**src/rtl/intc_pkg.sv**
```systemverilog
package intc_pkg;

   localparam int BANK_W   = 32;
   localparam int IDX_W    = 6;
   localparam int SLOT_W   = IDX_W + 1;
   localparam int MAX_SRC  = 40;

   // offsets inside one bank group (same order in both banks)
   localparam logic [7:0] GRP_NRM  = 8'h00;
   localparam logic [7:0] GRP_ENA  = 8'h04;
   localparam logic [7:0] GRP_CLS  = 8'h08;
   localparam logic [7:0] GRP_FST  = 8'h0C;
   localparam logic [7:0] GRP_RAW  = 8'h10;

   localparam logic [7:0] BASE_B0  = 8'h00;
   localparam logic [7:0] BASE_B1  = 8'h9C;
   localparam logic [7:0] ADR_IDLE = 8'h14;
   localparam logic [7:0] ADR_TOP  = 8'h18;
   localparam logic [7:0] SLOT_LO  = 8'h1C;
   localparam logic [7:0] SLOT_HI  = 8'hB0;

   typedef struct packed {
      logic             valid;
      logic [IDX_W-1:0] idx;
   } slot_t;

   function automatic logic [7:0] bank_adr(input int b, input logic [7:0] ofs);
      return ((b == 0) ? BASE_B0 : BASE_B1) + ofs;
   endfunction

   function automatic logic [7:0] slot_adr(input int k);
      if (k < BANK_W) return SLOT_LO + 8'(4 * k);
      else            return SLOT_HI + 8'(4 * (k - BANK_W));
   endfunction

endpackage

```
**src/rtl/intc_sync.sv**
```systemverilog
module intc_sync #(
   parameter int W      = 40,
   parameter int STAGES = 2
) (
   input  logic         clk,
   input  logic         rst_n,
   input  logic [W-1:0] d_i,
   output logic [W-1:0] q_o
);

   generate
      if (STAGES < 2) begin : g_bad_stages
         $error("intc_sync: STAGES must be at least 2");
      end
   endgenerate

   logic [W-1:0] stg_q [STAGES];

   always_ff @(posedge clk or negedge rst_n) begin
      if (!rst_n) begin
         for (int i = 0; i < STAGES; i++) stg_q[i] <= '0;
      end else begin
         stg_q[0] <= d_i;
         for (int i = 1; i < STAGES; i++) stg_q[i] <= stg_q[i-1];
      end
   end

   assign q_o = stg_q[STAGES-1];

endmodule

```
**src/rtl/intc_regs.sv**
```systemverilog
module intc_regs
   import intc_pkg::*;
#(
   parameter int NSRC   = 40,
   parameter int NBANK  = 2,
   parameter int ADDR_W = 8,
   localparam int VW    = NBANK * BANK_W
) (
   input  logic                   clk,
   input  logic                   rst_n,
   input  logic [ADDR_W-1:0]      addr_i,
   input  logic                   wr_i,
   input  logic [31:0]            wdata_i,
   output logic [31:0]            rdata_o,
   input  logic [VW-1:0]          pend_i,
   input  logic [31:0]            hp_word_i,
   output logic [VW-1:0]          ena_o,
   output logic [VW-1:0]          cls_o,
   output logic                   idle_all_o,
   output logic [NSRC*SLOT_W-1:0] prio_o
);

   function automatic logic hit(input logic [ADDR_W-1:0] a, input logic [7:0] c);
      return a == ADDR_W'(c);
   endfunction

   // per-bank enable and class storage
   genvar b;
   generate
      for (b = 0; b < NBANK; b++) begin : g_bank
         logic [BANK_W-1:0] ena_q, cls_q;
         always_ff @(posedge clk or negedge rst_n) begin
            if (!rst_n) begin
               ena_q <= '0;
               cls_q <= '0;
            end else if (wr_i) begin
               if (hit(addr_i, bank_adr(b, GRP_ENA))) ena_q <= wdata_i;
               if (hit(addr_i, bank_adr(b, GRP_CLS))) cls_q <= wdata_i;
            end
         end
         assign ena_o[b*BANK_W +: BANK_W] = ena_q;
         assign cls_o[b*BANK_W +: BANK_W] = cls_q;
      end
   endgenerate

   // idle-mask: 1 means every pending source may wake the core
   logic idle_all_q;
   always_ff @(posedge clk or negedge rst_n) begin
      if (!rst_n)                            idle_all_q <= 1'b0;
      else if (wr_i && hit(addr_i, ADR_IDLE)) idle_all_q <= ~wdata_i[0];
   end
   assign idle_all_o = idle_all_q;

   // priority slots
   genvar k;
   generate
      for (k = 0; k < NSRC; k++) begin : g_slot
         slot_t slot_q;
         always_ff @(posedge clk or negedge rst_n) begin
            if (!rst_n) begin
               slot_q <= '0;
            end else if (wr_i && hit(addr_i, slot_adr(k))) begin
               slot_q.valid <= wdata_i[31];
               slot_q.idx   <= wdata_i[IDX_W-1:0];
            end
         end
         assign prio_o[k*SLOT_W +: SLOT_W] = slot_q;
      end
   endgenerate

   // read decode
   always_comb begin
      rdata_o = '0;
      for (int i = 0; i < NBANK; i++) begin
         logic [BANK_W-1:0] p, e, c;
         p = pend_i[i*BANK_W +: BANK_W];
         e = ena_o[i*BANK_W +: BANK_W];
         c = cls_o[i*BANK_W +: BANK_W];
         if (hit(addr_i, bank_adr(i, GRP_NRM))) rdata_o = p & e & ~c;
         if (hit(addr_i, bank_adr(i, GRP_ENA))) rdata_o = e;
         if (hit(addr_i, bank_adr(i, GRP_CLS))) rdata_o = c;
         if (hit(addr_i, bank_adr(i, GRP_FST))) rdata_o = p & e & c;
         if (hit(addr_i, bank_adr(i, GRP_RAW))) rdata_o = p;
      end
      if (hit(addr_i, ADR_IDLE)) rdata_o = {31'b0, ~idle_all_q};
      if (hit(addr_i, ADR_TOP))  rdata_o = hp_word_i;
      for (int j = 0; j < NSRC; j++) begin
         if (hit(addr_i, slot_adr(j)))
            rdata_o = {prio_o[j*SLOT_W + IDX_W], {(31-IDX_W){1'b0}},
                       prio_o[j*SLOT_W +: IDX_W]};
      end
   end

   // idle control write sets the mask on the next cycle
   a_r6_idle_write: assert property (@(posedge clk) disable iff (!rst_n)
      (wr_i && hit(addr_i, ADR_IDLE)) |=> (idle_all_o == !$past(wdata_i[0])));

   // a write to the raw pending offset leaves enable untouched
   a_r11_raw_ro: assert property (@(posedge clk) disable iff (!rst_n)
      (wr_i && hit(addr_i, bank_adr(0, GRP_RAW))) |=> $stable(ena_o));

endmodule

```
**src/rtl/intc_outgen.sv**
```systemverilog
module intc_outgen
   import intc_pkg::*;
#(
   parameter int NBANK = 2,
   localparam int VW   = NBANK * BANK_W
) (
   input  logic          clk,
   input  logic          rst_n,
   input  logic [VW-1:0] pend_i,
   input  logic [VW-1:0] ena_i,
   input  logic [VW-1:0] cls_i,
   input  logic          idle_all_i,
   input  logic          halted_i,
   output logic          fast_o,
   output logic          norm_o,
   output logic          wake_o
);

   logic [NBANK-1:0] fast_b, norm_b, wake_b;

   genvar b;
   generate
      for (b = 0; b < NBANK; b++) begin : g_bank
         logic [BANK_W-1:0] p, e, c;
         assign p = pend_i[b*BANK_W +: BANK_W];
         assign e = ena_i[b*BANK_W +: BANK_W];
         assign c = cls_i[b*BANK_W +: BANK_W];
         assign fast_b[b] = |(p & e & c);
         assign norm_b[b] = |(p & e & ~c);
         assign wake_b[b] = |(p & (e | {BANK_W{idle_all_i}}));
      end
   endgenerate

   always_ff @(posedge clk or negedge rst_n) begin
      if (!rst_n) begin
         fast_o <= 1'b0;
         norm_o <= 1'b0;
         wake_o <= 1'b0;
      end else begin
         fast_o <= |fast_b;
         norm_o <= |norm_b;
         wake_o <= halted_i & (|wake_b);
      end
   end

   // no wake request while the processor runs
   a_r5_wake_only_halted: assert property (@(posedge clk) disable iff (!rst_n)
      !halted_i |=> !wake_o);

   // fast request needs at least one class bit set
   a_r3_fast_needs_class: assert property (@(posedge clk) disable iff (!rst_n)
      fast_o |-> $past(|cls_i));

   // normal request needs a pending source
   a_r4_norm_needs_pend: assert property (@(posedge clk) disable iff (!rst_n)
      norm_o |-> $past(|pend_i));

endmodule

```
**src/rtl/intc_dual_bank.sv**
```systemverilog
module intc_dual_bank
   import intc_pkg::*;
#(
   parameter int NSRC        = 40,
   parameter int ADDR_W      = 8,
   parameter int SYNC_STAGES = 2,
   localparam int NBANK      = (NSRC + BANK_W - 1) / BANK_W,
   localparam int VW         = NBANK * BANK_W
) (
   input  logic                   clk,
   input  logic                   rst_n,
   input  logic [NSRC-1:0]        src_i,
   input  logic                   halted_i,
   input  logic [ADDR_W-1:0]      reg_addr_i,
   input  logic                   reg_wr_i,
   input  logic [31:0]            reg_wdata_i,
   output logic [31:0]            reg_rdata_o,
   input  logic [31:0]            hp_word_i,
   output logic                   fast_irq_o,
   output logic                   norm_irq_o,
   output logic                   wake_o,
   output logic [NSRC-1:0]        act_fast_o,
   output logic [NSRC-1:0]        act_norm_o,
   output logic [NSRC*SLOT_W-1:0] prio_o
);

   generate
      if (NSRC <= BANK_W || NSRC > MAX_SRC) begin : g_bad_nsrc
         $error("intc_dual_bank: NSRC must lie in 33..40 for the fixed map");
      end
      if (ADDR_W < 8) begin : g_bad_addr
         $error("intc_dual_bank: ADDR_W must be at least 8");
      end
   endgenerate

   logic [NSRC-1:0] pend_raw;
   logic [VW-1:0]   pend_v, ena_v, cls_v;
   logic            idle_all;

   intc_sync #(.W(NSRC), .STAGES(SYNC_STAGES)) u_sync (
      .clk   (clk),
      .rst_n (rst_n),
      .d_i   (src_i),
      .q_o   (pend_raw)
   );

   assign pend_v = {{(VW-NSRC){1'b0}}, pend_raw};

   intc_regs #(.NSRC(NSRC), .NBANK(NBANK), .ADDR_W(ADDR_W)) u_regs (
      .clk        (clk),
      .rst_n      (rst_n),
      .addr_i     (reg_addr_i),
      .wr_i       (reg_wr_i),
      .wdata_i    (reg_wdata_i),
      .rdata_o    (reg_rdata_o),
      .pend_i     (pend_v),
      .hp_word_i  (hp_word_i),
      .ena_o      (ena_v),
      .cls_o      (cls_v),
      .idle_all_o (idle_all),
      .prio_o     (prio_o)
   );

   intc_outgen #(.NBANK(NBANK)) u_out (
      .clk        (clk),
      .rst_n      (rst_n),
      .pend_i     (pend_v),
      .ena_i      (ena_v),
      .cls_i      (cls_v),
      .idle_all_i (idle_all),
      .halted_i   (halted_i),
      .fast_o     (fast_irq_o),
      .norm_o     (norm_irq_o),
      .wake_o     (wake_o)
   );

   assign act_fast_o = pend_raw & ena_v[NSRC-1:0] &  cls_v[NSRC-1:0];
   assign act_norm_o = pend_raw & ena_v[NSRC-1:0] & ~cls_v[NSRC-1:0];

   // cycles since reset, saturating, for the pending-latency check
   logic [1:0] warm_q;
   always_ff @(posedge clk or negedge rst_n) begin
      if (!rst_n)            warm_q <= '0;
      else if (warm_q != 2'd3) warm_q <= warm_q + 2'd1;
   end

   generate
      if (SYNC_STAGES == 2) begin : g_lat_chk
         // pending equals the source level two edges earlier
         a_r2_pend_tracks: assert property (@(posedge clk) disable iff (!rst_n)
            (warm_q >= 2'd2) |-> (pend_raw == $past(src_i, 2)));
      end
   endgenerate

   // with nothing enabled neither request can rise
   a_r3_r4_none_enabled: assert property (@(posedge clk) disable iff (!rst_n)
      (ena_v == '0) |=> (!fast_irq_o && !norm_irq_o));

endmodule

```
**config.mk**
```make
export PLATFORM = sky130hd
export DESIGN_NAME = intc_dual_bank
export DESIGN_NICKNAME = d
export VERILOG_FILES = /design/src/rtl/intc_pkg.sv /design/src/rtl/intc_sync.sv /design/src/rtl/intc_regs.sv /design/src/rtl/intc_outgen.sv /design/src/rtl/intc_dual_bank.sv
export SDC_FILE = /design/constraint.sdc
export NUM_CORES = 1
export LEC_CHECK = 0
export BUFFER_PORTS_ARGS = -buffer_cell sky130_fd_sc_hd__buf_2
export CORE_ASPECT_RATIO = 0.6
export CORE_MARGIN = 5
export CORE_UTILIZATION = 47
export DETAILED_ROUTE_END_ITERATION = 8
export GPL_TIMING_DRIVEN = 0
export PLACE_DENSITY = 0.75
export SLEW_MARGIN = 5
export SYNTH_ARGS = -nofsm -noshare
export SYNTH_HDL_FRONTEND = slang
export SYNTH_SLANG_ARGS = --single-unit
```
**constraint.sdc**
```tcl
create_clock -name clk -period 3.35 [get_ports clk]
set_input_delay 0.335 -clock clk [delete_from_list [all_inputs] [get_ports clk]]
set_output_delay 0.335 -clock clk [all_outputs]
set_load 0.005 [all_outputs]
```
# Word level (Yosys, flattened, before mapping)
# Cells that the tools add are included.
[op_classes]
n_mul = 0
n_shift = 0
n_addsub = 0
n_div = 0
order_cmp = 0
n_mux = 52
eq_ne = 51
n_reduce_logical = 49
bitwise = 19
[op_table]
columns = ["operator", "n"]
rows = [
  ["two-way mux 32 bit", 52],
  ["AND 32 bit", 6],
  ["OR reduction 64 bit", 3],
  ["equality test 8 bit, second input constant", 20],
  ["equality test 8 x 7 -> 1 bit, second input constant", 16],
  ["AND 40 bit", 3],
  ["AND 8 x 32 -> 32 bit", 2],
  ["equality test 8 x 6 -> 1 bit, second input constant", 8],
  ["NOT 32 bit", 2],
  ["OR 32 bit", 2],
  ["logical AND 1 bit", 41],
  ["NOT 40 bit", 1],
  ["equality test 8 x 5 -> 1 bit, second input constant", 4],
  ["equality test 8 x 4 -> 1 bit, second input constant", 2],
  ["equality test 8 x 3 -> 1 bit, second input constant", 1],
  ["logical NOT 8 bit", 1],
  ["AND reduction 2 bit", 4],
  ["NOT 1 bit", 2],
  ["AND 1 bit", 1],
]
[word_totals]
regBits = 492
latchBits = 0
romBits = 0
output_inout_bits = 395
memories = 0
ram_bits = 0
word_cells = 261

# Longest topological paths before layout
# Gate-level depths: netlist of run 1.
[logic_depth]
word_depth = 54
ltp_mapped = 11
ltp_nobuf = 7

# By module
# From an unflattened synthesis of run 1, not the netlist that was laid out.
[unflattened]
cells_unflattened = 2437
area_unflattened_um2 = 26110.0
[by_module_without_submodules]
columns = ["module", "instances", "area_per_inst_um2", "seq_area_each_um2", "cells_per_inst"]
rows = [
  ["intc_regs", 1, 21769.6, 10234.8, 1979],
  ["intc_sync", 1, 2302.2, 2001.9, 120],
  ["intc_outgen", 1, 1383.8, 75.1, 257],
  ["intc_dual_bank", 1, 654.4, 0.0, 81],
]

# Worst setup path after synthesis of run 1
# Ideal clock, no wire load.
[synth_timing]
kind = "input -> output"
from = "input reg_addr_i[6]"
to = "output reg_rdata_o[3]"
setup_slack_ns = 0.874
t_arrival_ns = 2.141
path_buffers = 2
stages = 8
cell_sequence = "buf_4 > or4b_2 > clkbuf_1 > o22ai_1 > a211oi_1 > a211o_1 > a22o_1 > a31oi_1"
[synth_via]
elab_chain_len = 53
word_cells_on_any_way = 104
[synth_rtl]
columns = ["item", "line_no", "rtl"]
rows = [
  ["start, declared", "intc_dual_bank.sv:14", "input logic [ADDR_W-1:0] reg_addr_i,"],
  ["logical NOT 8 bit", "intc_regs.sv:24", "return a == ADDR_W'(c);"],
  ["two-way mux 32 bit", "intc_regs.sv:79", "if (hit(addr_i, bank_adr(i, GRP_NRM))) rdata_o = p & e & ~c;"],
  ["two-way mux 32 bit", "intc_regs.sv:80", "if (hit(addr_i, bank_adr(i, GRP_ENA))) rdata_o = e;"],
  ["two-way mux 32 bit", "intc_regs.sv:81", "if (hit(addr_i, bank_adr(i, GRP_CLS))) rdata_o = c;"],
  ["two-way mux 32 bit", "intc_regs.sv:82", "if (hit(addr_i, bank_adr(i, GRP_FST))) rdata_o = p & e & c;"],
  ["two-way mux 32 bit", "intc_regs.sv:83", "if (hit(addr_i, bank_adr(i, GRP_RAW))) rdata_o = p;"],
  ["two-way mux 32 bit", "intc_regs.sv:79", ""],
  ["two-way mux 32 bit", "intc_regs.sv:80", ""],
  ["two-way mux 32 bit", "intc_regs.sv:81", ""],
  ["two-way mux 32 bit", "intc_regs.sv:82", ""],
  ["two-way mux 32 bit", "intc_regs.sv:83", ""],
  ["two-way mux 32 bit", "intc_regs.sv:85", "if (hit(addr_i, ADR_IDLE)) rdata_o = {31'b0, ~idle_all_q};"],
  ["two-way mux 32 bit", "intc_regs.sv:86", "if (hit(addr_i, ADR_TOP)) rdata_o = hp_word_i;"],
  ["two-way mux 32 bit (39 in series)", "intc_regs.sv:88", "if (hit(addr_i, slot_adr(j)))"],
  ["two-way mux 32 bit *", "intc_regs.sv:88", ""],
  ["end, declared", "intc_dual_bank.sv:17", "output logic [31:0] reg_rdata_o,"],
]
# Every way passes the cells marked *; elsewhere a longest branch is shown, timed or not.

# Final worst setup path of run 1
[layout_timing]
from = "input reg_addr_i[0]"
to = "output reg_rdata_o[4]"
# The elaborated chain is that of the path after synthesis.

==> impl_results.md, run 1 <==
- Status: finished with violations
- Failing checks: negative setup slack
- Int Power: roughly 10000 µW
- Total track usage: approximately two fifths
- Lkg Pwr: 0.01549 µW
- Clock buffer count from CTS: 46
- Clock Tree Buf Depth: 3
- CTS tree: done
- Crit path launch type: input pin
- Rel. slew slack: a little under a third
- Largest net degree at the start of global routing: between 100 and 150
- CP endpoint kind: output port
- Initial antenna violation count: 8
- Post-Syn Area: between 20000 and 25000 µm²
- Post-synthesis instance total: 2111
- Root Buffer Master: clkbuf_16
- RSZ-0062 raised after global routing: true
- Routed via count: 23690
- Synth area leader: dfrtp_1
- Switching share of power: 26.90%
- Clk pwr share: 41.6%
- CTS H-tree depth: 2
- Number of global-route vias before repair: ~22000
- Number of synthesized register bits: between 400 and 500
- Syn_area_per_cell: between 10 and 15 µm²
- Post-synth top area share: between 50% and 60%
- Layout net count: 2839
- Switch Pwr: 3747 µW
- Area contributors post-synth: dfrtp_1 51%, mux2_2 19%, a22oi_1 2.6%, nand2_1 2.4%, nor2_1 2.0%
- Final wirelength: 122000 µm
- DR DRC count: 0
- Iteration count of the initial detailed-routing pass: 9
- IO buf count: 505
- Clk_skew: 0.01337 ns
- Setup CP Type: in -> out
- Num Clock Sinks: around 500
- Clock Latency Late Sink: 0.58 ns
- Hold Path Class: in -> reg
- Share of total power in sequential cells: 47.2%
- Max-slew violations: 0
- RePlAce Congestion: 1.049
- # IOs: 511
- Area Growth Syn to Fin: 26.38%
- Max Freq: 272.1 MHz
- CP required: 3.01 ns
- Minimum clock period: between 3 and 4 ns
- Layout Utilization: 59.86%
- DR WL/cell: approximately 35 µm
- Setup-failing EPs final: 7
- Number of placed cells counting well taps: 3313
- Main synth FF type: dfrtp_1
- Die width: 302.0 µm
- Final hold vios: 0
- DIE AREA: 55940 µm²
- DRC marker count from the first detailed-route iteration: about 4000
- Syn_nets: 2227
- Logic pwr share: roughly 11%
- Number of synthesized flops with an enable pin: 0
- YS warnings: 0
- Via density: 6.855
- Layout cells sized above 1: around 44%
- Reg-to-reg slack, setup: 0.81 ns
- Power Density: 458.4 nW/µm²
- FFs w/ async S/R, synth: 100.0%
- Final Cycle Share: 109.7%
- Count of unique library cells instantiated by Yosys: 82
- Clock-pin slew on the worst setup and hold paths: 0.07 ns
- Max Cap Viol: 0
- Design Area, Final: 30390 µm²
- Die H: 185.2 µm
- GR Overflow Total: 0
- Number of fill cells in the layout: 4328
- First-pass GRT wire length: 168500 µm
- Initial Util: a little under half
- ANT nets after route: 0
- Arr. time, crit path: approximately 3.3 ns
- Worst IR Drop VDD: 359.5 µV
- Fin cells: approximately 3500
- Final WS setup: -0.3257 ns
- DPL Wire Length: 91940 µm
- Row cnt: 64
- Sequential fraction of the synthesis area: 51.20%
- Cell Area, Placed: ~28000 µm²
- CP Max Fanout: 10
- Worst Tran Pin Value: 1.043 ns
- Core ar.: 50770 µm²
kinds of logic (layout without fill, tap and decap cells):
logic type             count (synthesis)  count (layout)  share of synthesized area [%]
and+or+nand+nor                      554             554                          12.08
DFF                                  492             492                          51.20
muxes                                440             440                          20.53
other                                  0               5                              0
AOI/OAI and AO/OA                    464             464                          13.15
buffers and inverters                161             808                          3.039
final cells by class:
type | instances | area, µm² | share of cell area [%]
Clock inverter | 25 | 317.8 | 1.046
Inverter | 15 | 56.30 | 0.1853
Buffer | 142 | 880.8 | 2.898
Multi-Input combinational cell | 1458 | 11410 | 37.56
Timing Repair Buffer | 568 | 3196 | 10.52
Antenna cell | 5 | 12.51 | 0.04117
Clock buffer | 58 | 1330 | 4.376
Tap cell | 693 | 867.1 | 2.853
Sequential cell | 492 | 12320 | 40.53
critical path, cell delays in order:
cell	delay (ns)
buf_2	0.12
buf_4	0.18
nor2_2	0.20
buf_6	0.25
buf_6	0.24
nand2_1	0.21
a221oi_2	0.26
o211ai_1	0.33
a21oi_2	0.31
o211ai_1	0.21
a311oi_2	0.47
buf_2	0.19
per-layer routing:
metal  share of wire, %  track usage [%]  up-vias
met3                 15            16.38      408
met1                 41            61.41    12062
met5              0.064                0        -
met2                 39            56.38     2035
li1                   -                -     9177
met4                4.5            14.67        8
registers in the layout, summed over array words and instances, names as in the netlist:
register             flops
u_regs.g_bank.cls_q     64
u_out.fast_o             1
u_regs.g_bank.ena_q     64
u_out.norm_o             1
u_sync.q_o              40
u_regs.prio_o          280
u_regs.idle_all_o        1
u_sync.stg_q            40
u_out.wake_o             1
per-stage QoR:
| step | worst slack (ns) | setup TNS [ns] | hold WS [ns] | power, µW |
|---|---|---|---|---|
| floorplan | 0.8739 | 0 | 0.03941 | 7116 |
| global placement | -7.680 | -3754.15 | 0.3345 | 7991 |
| detailed placement | -1.384 | -27.26 | 0.3347 | 8049 |
| CTS | -0.09359 | -0.1622 | 0.01745 | 13850 |
| global route | -0.2189 | -0.5106 | 0.02808 | 14260 |
| finish | -0.3257 | -1.086 | 0.02720 | 13930 |
power groups by stage:
stage	sequential, µW	clock [µW]	combinational [µW]
floorplan	6540	0	576
global placement	6640	0	1350
detailed placement	6650	0	1400
CTS	6550	5820	1490
global route	6590	6060	1620
finish	6580	5800	1560
timing repair:
item,in CTS,in global routing
hold buffers,42,0
setup buffers,13,4
pin swaps,16,13
resized for setup,144,66
setup endpoints to repair,32,27
hold endpoints to repair,111,0
gates cloned,0,0
Yosys cell counts, types with 6 or more instances:
cell type / n
o32ai_1: 10
nor2b_1: 9
a221o_1: 6
o21a_1: 6
dfrtp_1: 492
mux2_1: 7
mux2_2: 408
buf_4: 7
nor3_1: 36
and3_1: 47
a22oi_1: 82
o21ai_0: 93
nand3_1: 32
a222oi_1: 8
nand2b_1: 10
nor2_2: 6
a21o_1: 7
o22ai_1: 47
inv_1: 15
a211oi_1: 15
a21oi_1: 75
o211ai_1: 20
nand2_1: 155
clkbuf_1: 75
nor3b_1: 10
o221ai_1: 14
nand4_1: 31
nor2_1: 130
a221oi_1: 18
buf_2: 50
a31oi_1: 9
mux2i_1: 24
o2111ai_1: 8
buf_1: 9
nor4_1: 32
path summary, 6_finish.rpt:
| kind | startpoint | endpoint | depth (start not counted) |
|---|---|---|---|
| worst max-delay path | reg_addr_i[0] | reg_rdata_o[4] | 12 |
| worst min-delay path | reg_wdata_i[6] | u_regs.g_bank[0].ena_q[6] | 2 |
| worst max register to register | u_regs.idle_all_o | u_out.wake_o | 6 |
| worst min register to register | u_sync.stg_q[76] | u_sync.q_o[36] | 0 |
| max in group asynchronous | rst_n | u_sync.q_o[34] | 6 |
| min in group asynchronous | rst_n | u_sync.stg_q[57] | 2 |
placed cells by master, fill, tap and decap left out, drive strengths merged, types with 8 or more instances in the layout:
master,Yosys,layout
buf,71,596
dlygate4sd3,0,42
inv,15,16
clkbuf,75,130
a21oi,75,75
and3,47,47
nand2b,10,10
o21ai,96,96
nor3,36,36
nand2,156,156
nor3b,10,10
mux2i,24,24
clkinv,0,13
dfrtp,492,492
o2111ai,8,8
o32ai,11,11
a31oi,9,9
nand3,32,32
nor2b,9,9
nor4,34,34
a211oi,15,15
nor2,140,140
o211ai,20,20
a221oi,18,18
o22ai,47,47
a22oi,82,82
o221ai,14,14
mux2,415,415
a222oi,8,8
nand4,31,31
No activity file was read; power rests on OpenSTA's default activity.
==> run 2: changes to the inputs <==
==> constraint.sdc (replaced) <==
create_clock -name clk -period 4.3 [get_ports clk]
set_input_delay 0.43 -clock clk [delete_from_list [all_inputs] [get_ports clk]]
set_output_delay 0.43 -clock clk [all_outputs]
set_load 0.005 [all_outputs]
==> impl_results.md, run 2 (synthesis gave the netlist of run 1 again) <==
- Status: finished with violations
- Failing checks: max-capacitance violations, negative setup slack
- CP Max Fanout: 10
- Minimum clock period: 4.495 ns
- Layout cells sized above 1: 40.38%
- Root Buffer Master: clkbuf_16
- Most frequent cells in the layout: 552 x buf_2, 492 x dfrtp_1, 408 x mux2_2
- Die H: between 150 and 200 µm
- Int Power: 7904 µW
- Clock Tree Buf Depth: 3
- CP Cell Sequence: buf_2 > buf_2 > buf_6 > buf_2 > mux2_2 > o22ai_1 > o221ai_1 > a211oi_1 > o21ai_0 > o2111ai_1 > o21ai_0 > buf_2
- Rel. slew slack: 0.3742%
- GR Overflow Total: 0
- DR DRC count: 0
- Iteration count of the initial detailed-routing pass: 7
- Number of fill cells in the layout: 4400
- Row cnt: 64
- Final hold vios: 0
- Crit path launch: reg_addr_i[2]
- Logic pwr share: 10.8%
- Max-slew violations: 0
- Crit path launch type: input pin
- Number of global-route vias before repair: 22345
- CP endpoint kind: output port
- Worst path max stage delay: 0.61 ns
- Pwr Total: 10820 µW
- Power Density: roughly 360 nW/µm²
- Share of total power in sequential cells: 47.4%
- Worst Tran Pin Value: 1.483 ns
- Max reg flops: 280
- Switch Pwr: 2911 µW
- Setup CP Type: in -> out
- Reg-to-Reg End: u_out.wake_o
- # IOs: between 500 and 600
- FF+latch area: 12310 µm²
- Buf/Inv on CP: 5
- Design Area, Final: 29700 µm²
- Largest net degree at the start of global routing: 115
- Num Clock Sinks: 492
- Switching share of power: 26.92%
- CTS H-tree depth: 2
- Final Cycle Share: 104.5%
- Reg2Reg Launch Point: u_regs.idle_all_o
- Critical path's top delay family: compound AO/OA/AOI/OAI gates
- Area Growth Syn to Fin: 23.52%
- Worst IR Drop VDD: 281.2 µV
- Clock Latency Late Sink: 0.59 ns
- RSZ-0062 raised after global routing: false
- Via density: around 6.9
- Initial antenna violation count: 7
- Reg-to-reg slack, setup: 1.66 ns
- Final wirelength: approximately 120000 µm
- First-pass GRT wire length: 167600 µm
- Lkg Pwr: 0.01519 µW
- Core ar.: 50770 µm²
- IO buf count: slightly above 500
- Max Freq: ~220 MHz
- Clk pwr share: 41.8%
- Layout net count: 2825
- DPL Wire Length: 91940 µm
- Reg2Reg Depth: 6
- Initial Util: a little under half
- CP required: 3.87 ns
- Setup-failing EPs final: 7
- Routed via count: 23770
- Cell repeated most along the worst path: buf_2
- DR WL/cell: 35.26 µm
- RePlAce Congestion: 1.049
- CP endpoint: reg_rdata_o[1]
- Setup TNS: -0.6789 ns
- Max Cap Viol: 1
- Arr. time, crit path: 4.06 ns
- Commonest non-fill, non-tap cell in the layout: buf_2
- Layout Utilization: 58.50%
- DIE AREA: 55940 µm²
- Clock-pin slew on the worst setup and hold paths: 0.07 ns
- DRC marker count from the first detailed-route iteration: 3766
- ANT nets after route: 0
- Critical-path top delay cell: a211oi_1
- Die width: 302.0 µm
- Hold WS: 0.06900 ns
- Area of the multi-input gates: 11040 µm²
- Clock buffer count from CTS: 46
- Cell Area, Placed: 27560 µm²
- CTS tree: done
- Total track usage: 41.73%
- Final WS setup: -0.1948 ns
- Clk_skew: 0.008752 ns
- Hold Path Class: in -> reg
- WP depth: 12
-- run 2: cell count changes in the layout (fill, tap and decap cells not counted), sizes merged --
cell	previous run	this run
dlygate4sd3	42	41
clkbuf	130	134
buf	596	578
diode	5	6
clkdlybuf4s15	0	1
-- run 2: per-stage QoR --
step	worst slack, ns	instances
final	-0.1948	3443
after global routing	0.01581	3439
after CTS	0.006709	3435
after detailed placement	-0.6245	3313
after global placement	-6.825	3309
after floorplan	1.634	2111
-- run 2: worst register-to-register path, stage by stage, from the launching register on --
cell and delay, ns:
dfrtp_1 0.38, clkbuf_1 0.43, o21ai_0 0.62, nand3_1 0.16, nor4_1 0.36, nand3_1 0.32
o21a_1 0.27
-- run 2: metal layers --
layer | track usage (%) | vias to the layer above | share of wire [%]
li1 | - | 9171 | -
met3 | 16.46 | 436 | 15
met1 | 61.26 | 12040 | 41
met5 | 0 | - | 0.028
met4 | 14.47 | 6 | 4.8
met2 | 55.91 | 2117 | 39
-- run 2: how the worst min path moves through the flow --
| stage | from | endpoint | slack (ns) | depth (start not counted) |
|---|---|---|---|---|
| 6_report | halted_i | u_out.wake_o | 0.07 | 2 |
| 5_1_grt | halted_i | u_out.wake_o | 0.06 | 2 |
| 4_1_cts | src_i[13] | u_sync.stg_q[53] | 0.006 | 1 |
| 3_5_place_dp | u_sync.stg_q[53] | u_sync.q_o[13] | 0.33 | 0 |
| 3_3_place_gp | u_sync.stg_q[61] | u_sync.q_o[21] | 0.33 | 0 |
| 2_1_floorplan | rst_n | u_out.fast_o | 0.13 | 0 |
-- run 2: power groups by stage --
| stage | Clock [µW] | Sequential [µW] | Combinational, µW |
|---|---|---|---|
| finish | 4530 | 5120 | 1170 |
| global route | 4730 | 5130 | 1210 |
| CTS | 4530 | 5100 | 1120 |
| detailed placement | 0 | 5180 | 1090 |
| global placement | 0 | 5180 | 1050 |
| floorplan | 0 | 5090 | 449 |
-- run 2: final cells by class --
class / count / share of cell area (%)
Inverter: 15 / 0.1896
Timing Repair Buffer: 552 / 10.35
Tap cell: 693 / 2.919
Buffer: 144 / 2.334
Antenna cell: 6 / 0.05055
Clock inverter: 25 / 1.070
Sequential cell: 492 / 41.45
Clock buffer: 58 / 4.478
Multi-Input combinational cell: 1458 / 37.16
-- run 2: repair_timing --
item / CTS / global route
buffers inserted: 0 / 2
hold endpoints to repair: 109 / 1
hold buffers: 40 / 1
setup endpoints to repair: 17 / 15
gates resized for setup: 10 / 23
